## src/rtl/cal_seq_pkg.sv

```systemverilog
package cal_seq_pkg;

  typedef enum logic [1:0] {
    ST_IDLE = 2'd0,
    ST_LAG  = 2'd1,
    ST_BUSY = 2'd2
  } seq_state_e;

  // strobes from control to datapath, one clock's worth of commands
  typedef struct packed {
    logic loadLag;
    logic loadCal;
    logic countDown;
    logic clearCnt;
    logic readyLow;
    logic readyHigh;
  } seq_strobe_t;

endpackage

```

## src/rtl/cal_seq_dpath.sv

```systemverilog
module cal_seq_dpath
  import cal_seq_pkg::*;
#(
  parameter int CAL_CYCLES = 750000,
  parameter int LAG_CYCLES = 2,
  parameter int CNT_W      = 20
) (
  input  logic        clk,
  input  logic        pinRaw,
  input  seq_strobe_t strobe,
  output logic        pinRise,
  output logic        cntZero,
  output logic        ready
);

  localparam logic [CNT_W-1:0] CAL_LOAD = CNT_W'(CAL_CYCLES - 1);
  localparam logic [CNT_W-1:0] LAG_LOAD = CNT_W'(LAG_CYCLES - 1);
  localparam logic [CNT_W-1:0] CNT_TOP  = (CAL_LOAD > LAG_LOAD) ? CAL_LOAD : LAG_LOAD;

  logic             pinQ;
  logic [CNT_W-1:0] cnt;
  logic             readyQ;

  // single sampling stage used for edge detection
  always_ff @(posedge clk) pinQ <= pinRaw;
  assign pinRise = pinRaw & ~pinQ;

  always_ff @(posedge clk) begin
    if (strobe.loadLag)        cnt <= LAG_LOAD;
    else if (strobe.loadCal)   cnt <= CAL_LOAD;
    else if (strobe.countDown) cnt <= cnt - 1'b1;
    else if (strobe.clearCnt)  cnt <= '0;
  end
  assign cntZero = (cnt == '0);

  always_ff @(posedge clk) begin
    if (strobe.readyLow)       readyQ <= 1'b0;
    else if (strobe.readyHigh) readyQ <= 1'b1;
  end
  assign ready = readyQ;

  AST_CNT_BOUND: assert property (@(posedge clk) disable iff (!pinRaw)
    cnt <= CNT_TOP);

  AST_READY_KNOWN: assert property (@(posedge clk) disable iff (!pinRaw)
    !$isunknown(readyQ));

  AST_NO_DOWN_AT_ZERO: assert property (@(posedge clk) disable iff (!pinRaw)
    cntZero |-> !strobe.countDown);

endmodule

```

## src/rtl/cal_seq_ctrl.sv

```systemverilog
module cal_seq_ctrl
  import cal_seq_pkg::*;
(
  input  logic        clk,
  input  logic        pinRaw,
  input  logic        pinRise,
  input  logic        cntZero,
  output seq_strobe_t strobe,
  output logic        calActive
);

  seq_state_e state;
  seq_state_e stateNext;

  always_comb begin
    strobe    = '0;
    stateNext = state;
    if (!pinRaw) begin
      // a low level is the block's only reset: abort and park
      stateNext        = ST_IDLE;
      strobe.clearCnt  = 1'b1;
      strobe.readyHigh = 1'b1;
    end else begin
      unique case (state)
        ST_IDLE: begin
          if (pinRise) begin
            stateNext      = ST_LAG;
            strobe.loadLag = 1'b1;
          end
        end
        ST_LAG: begin
          if (cntZero) begin
            stateNext       = ST_BUSY;
            strobe.loadCal  = 1'b1;
            strobe.readyLow = 1'b1;
          end else begin
            strobe.countDown = 1'b1;
          end
        end
        ST_BUSY: begin
          if (cntZero) begin
            stateNext        = ST_IDLE;
            strobe.readyHigh = 1'b1;
          end else begin
            strobe.countDown = 1'b1;
          end
        end
        default: begin
          stateNext        = ST_IDLE;
          strobe.readyHigh = 1'b1;
        end
      endcase
    end
  end

  always_ff @(posedge clk) state <= stateNext;

  assign calActive = (state != ST_IDLE);

  AST_IDLE_NO_SELF_START: assert property (@(posedge clk) disable iff (!pinRaw)
    (state == ST_IDLE && !pinRise) |=> (state == ST_IDLE));

  AST_RISE_STARTS_LAG: assert property (@(posedge clk) disable iff (!pinRaw)
    (state == ST_IDLE && pinRise) |=> (state == ST_LAG));

  AST_STATE_LEGAL: assert property (@(posedge clk) disable iff (!pinRaw)
    state != seq_state_e'(2'd3));

  AST_SINGLE_LOAD: assert property (@(posedge clk) disable iff (!pinRaw)
    $countones({strobe.loadLag, strobe.loadCal, strobe.countDown}) <= 1);

endmodule

```

## src/rtl/cal_ready_seq.sv

```systemverilog
module cal_ready_seq
  import cal_seq_pkg::*;
#(
  parameter int CAL_CYCLES = 750000,
  parameter int LAG_CYCLES = 2
) (
  input  logic clk,
  input  logic calReqN,
  output logic ready,
  output logic calActive
);

  localparam int CNT_MAX = (CAL_CYCLES > LAG_CYCLES) ? CAL_CYCLES : LAG_CYCLES;
  localparam int CNT_W   = (CNT_MAX < 2) ? 1 : $clog2(CNT_MAX);

  seq_strobe_t strobe;
  logic        pinRise;
  logic        cntZero;

  cal_seq_ctrl u_ctrl (
    .clk       (clk),
    .pinRaw    (calReqN),
    .pinRise   (pinRise),
    .cntZero   (cntZero),
    .strobe    (strobe),
    .calActive (calActive)
  );

  cal_seq_dpath #(
    .CAL_CYCLES (CAL_CYCLES),
    .LAG_CYCLES (LAG_CYCLES),
    .CNT_W      (CNT_W)
  ) u_dpath (
    .clk     (clk),
    .pinRaw  (calReqN),
    .strobe  (strobe),
    .pinRise (pinRise),
    .cntZero (cntZero),
    .ready   (ready)
  );

  // the request pin is the block's reset, so this property has nothing to disable on
  AST_LOW_PARKS: assert property (@(posedge clk)
    !calReqN |=> (ready && !calActive));

  AST_READY_LAG: assert property (@(posedge clk) disable iff (!calReqN)
    $rose(calActive) |=> ready ##1 !ready);

  AST_READY_LOW_IN_SEQ: assert property (@(posedge clk) disable iff (!calReqN)
    !ready |-> calActive);

  AST_DONE_RELEASES: assert property (@(posedge clk) disable iff (!calReqN)
    $fell(calActive) |-> ready);

endmodule

```

## config.mk

```make
export PLATFORM = sky130hd
export DESIGN_NAME = cal_ready_seq
export DESIGN_NICKNAME = d
export VERILOG_FILES = /design/src/rtl/cal_seq_pkg.sv /design/src/rtl/cal_seq_dpath.sv /design/src/rtl/cal_seq_ctrl.sv /design/src/rtl/cal_ready_seq.sv
export SDC_FILE = /design/constraint.sdc
export NUM_CORES = 1
export LEC_CHECK = 0
export CORE_MARGIN = 2
export CORE_UTILIZATION = 45
export DETAILED_ROUTE_END_ITERATION = 10
export PLACE_DENSITY = 0.58
export RECOVER_POWER = 50
export SYNTH_ARGS = -nofsm -noshare
export SYNTH_HDL_FRONTEND = slang
export SYNTH_SLANG_ARGS = --single-unit
```

## constraint.sdc

```tcl
create_clock -name clk -period 2.8 [get_ports clk]
set_input_delay 0.28 -clock clk [delete_from_list [all_inputs] [get_ports clk]]
set_output_delay 0.28 -clock clk [all_outputs]
set_load 0.02 [all_outputs]
```

==> run metrics <==
DRC=0; commonest non-fill, non-tap cell in the layout=dfxtp_1; grt total ovfl=0; Core ar.=2980 um^2; mux cell area share after synthesis=0.00729; DR iter-0 viols=71; Primary FF master, synth=dfxtp_1; Post-Synth XOR/XNOR Area=0.0510; Final ANT Viol Nets=0; Critical Path Source Type=register; Post-synth EDFFs=0; Synth Net Count=166; global-route wire length before repair=roughly 5700 um; worst min-delay path class=reg -> reg; clock root cell=clkbuf_4; setup bufs post-CTS=0; largest net degree at the start of global routing=14; RSZ-0062 raised after global routing=false; most frequent cells in the layout=dfxtp_1, nor2_1, o21ai_0, a21oi_1, nand2_1; initial antenna violation count=0; Tot GR Track Use=0.211; Crit path required time=between 3 and 4 ns; post-synthesis sequential area ratio=0.350; largest family of logic cells by synthesized area=simple AND/OR/NAND/NOR gates; Die Y=~59 um; max-cap viol count=0; run status=complete, no violations; Slew @ Worst Pin=0.490 ns; post-place setup slack=0.318 ns; Final HPWL DP=2370 um; DR WL/cell=16.0 um; Final nets=around 170; cell area after synthesis=1370 um^2; DRT Pass-1 Iters=4; CTS tree=built; vias in the first global route=between 1000 and 1500; Finished Layout Cells=between 150 and 200; synth unique cells=41; Site Rows=20; Final GP Congestion=just under 0.9; worst skew pair latency=0.32 ns; complex-gate fraction of the synthesized area=0.208; Synth async-reset ratio=0; Starting Density=0.461; worst-path fanout max=9; share of cells above drive strength 1=0.0783; via count=1226; final count of pins violating max slew=0; Setup crit end kind=register; I/O pin cnt=4; die area=3510 um^2; period utilization=0.908; die width=59.2 um; Rel. slew slack=0.672; Yosys reg bits=24; Post-Synth Adder-Cell Area=0.0456; Worst R2R Setup Slack=0.26 ns; Layout area overhead=7.29%; final setup margin=0.259 ns; simple-gate share of the synthesized area=0.313; CTS sink cnt=24; Mapped Avg Cell Area=8.63 um^2; I/O Buffers=3; minimum clock period=roughly 2.5 ns; via/cell ratio=6.16; setup tns final=0 ns; total number of yosys warnings=0; Synth Instances=159; total CTS buffers=3; clock slew at reported path FFs=0.14 ns; post_cts resized=0; Post-Route WL=3180 um; dpl cells=195; CP Class=reg -> reg; final setup violation count=0; cts hold-fix bufs=0; fmax=between 300 and 400 MHz; critical path arrival=2.76 ns; Clock Tree Buf Depth=2; Ant. Diodes=0; Setup Skew=0.00901 ns; H-tree depth=1; Fin. Hold Viols=0
-- final timing paths --
kind,from,to,depth (start not counted)
worst max register to register,u_ctrl.state[1],u_dpath.cnt[13],7
worst min-delay path,u_dpath.cnt[7],u_dpath.cnt[7],2
worst min register to register,u_dpath.cnt[7],u_dpath.cnt[7],2
worst max-delay path,u_ctrl.state[1],u_dpath.cnt[13],7
-- kinds of logic after synthesis --
logic type,Yosys count
XOR/XNOR,8
AND/OR/NAND/NOR,68
flip-flops,24
multiplexers,1
AO/OA/AOI/OAI,44
adder cells (fa/ha/maj),5
buffers and inverters,9
-- final cells by class --
type                            count  area (um^2)
Fill cell                         287         1510
Multi-Input combinational cell    126          847
Sequential cell                    24          480
Timing Repair Buffer                5         41.3
Tap cell                           33         41.3
Clock buffer                        4         36.3
Inverter                            7         26.3
-- stage by stage --
step / instance area (um^2) / hold slack, ns / util
final: 1470 / 0.533 / 0.495
after global routing: 1470 / 0.559 / 0.495
after CTS: 1490 / 0.507 / 0.499
after detailed placement: 1450 / 0.502 / 0.487
after global placement: 1450 / 0.499 / 0.487
after floorplan: 1370 / 0.308 / -
-- Yosys cell counts (2+ instances only) --
library cell	count	area, um^2
dfxtp_1	24	480
nor2_1	13	48.8
a21oi_1	12	60.1
o21ai_0	12	60.1
nand2_1	9	33.8
inv_1	7	26.3
nor4_1	6	37.5
a211o_1	5	43.8
a211oi_1	5	37.5
ha_1	5	62.6
nand3_1	5	25.0
nor3_1	5	25.0
xnor2_1	5	43.8
and2_1	4	25.0
nand2b_1	4	25.0
nor3b_1	3	22.5
or3_1	3	18.8
or4_1	3	22.5
xor2_1	3	26.3
nand4_1	2	12.5
o22ai_1	2	12.5
o31ai_1	2	15.0
or2_2	2	12.5
-- routing by layer --
metal,global-route usage,up-vias,share of wire
li1,-,611,-
met5,0,-,0
met2,0.316,34,0.45
met3,0.0393,9,0.043
met1,0.298,572,0.49
met4,0.0844,0,0.018
-- registers in the layout (all words and copies together), names as in the netlist --
signal         count
u_dpath.pinQ       1
u_ctrl.state       2
u_dpath.ready      1
u_dpath.cnt       20
-- worst max-delay path, cell delays in order (launching register included) --
cell and delay, ns:
dfxtp_1 0.39, inv_1 0.08, ha_1 0.41, nor3b_1 0.44
nand3_1 0.23, or3_1 0.39, or3b_1 0.36, o211a_1 0.13
Power is not shown: default switching activity piles up to over one toggle a cycle in this logic, so the estimate is an artifact.
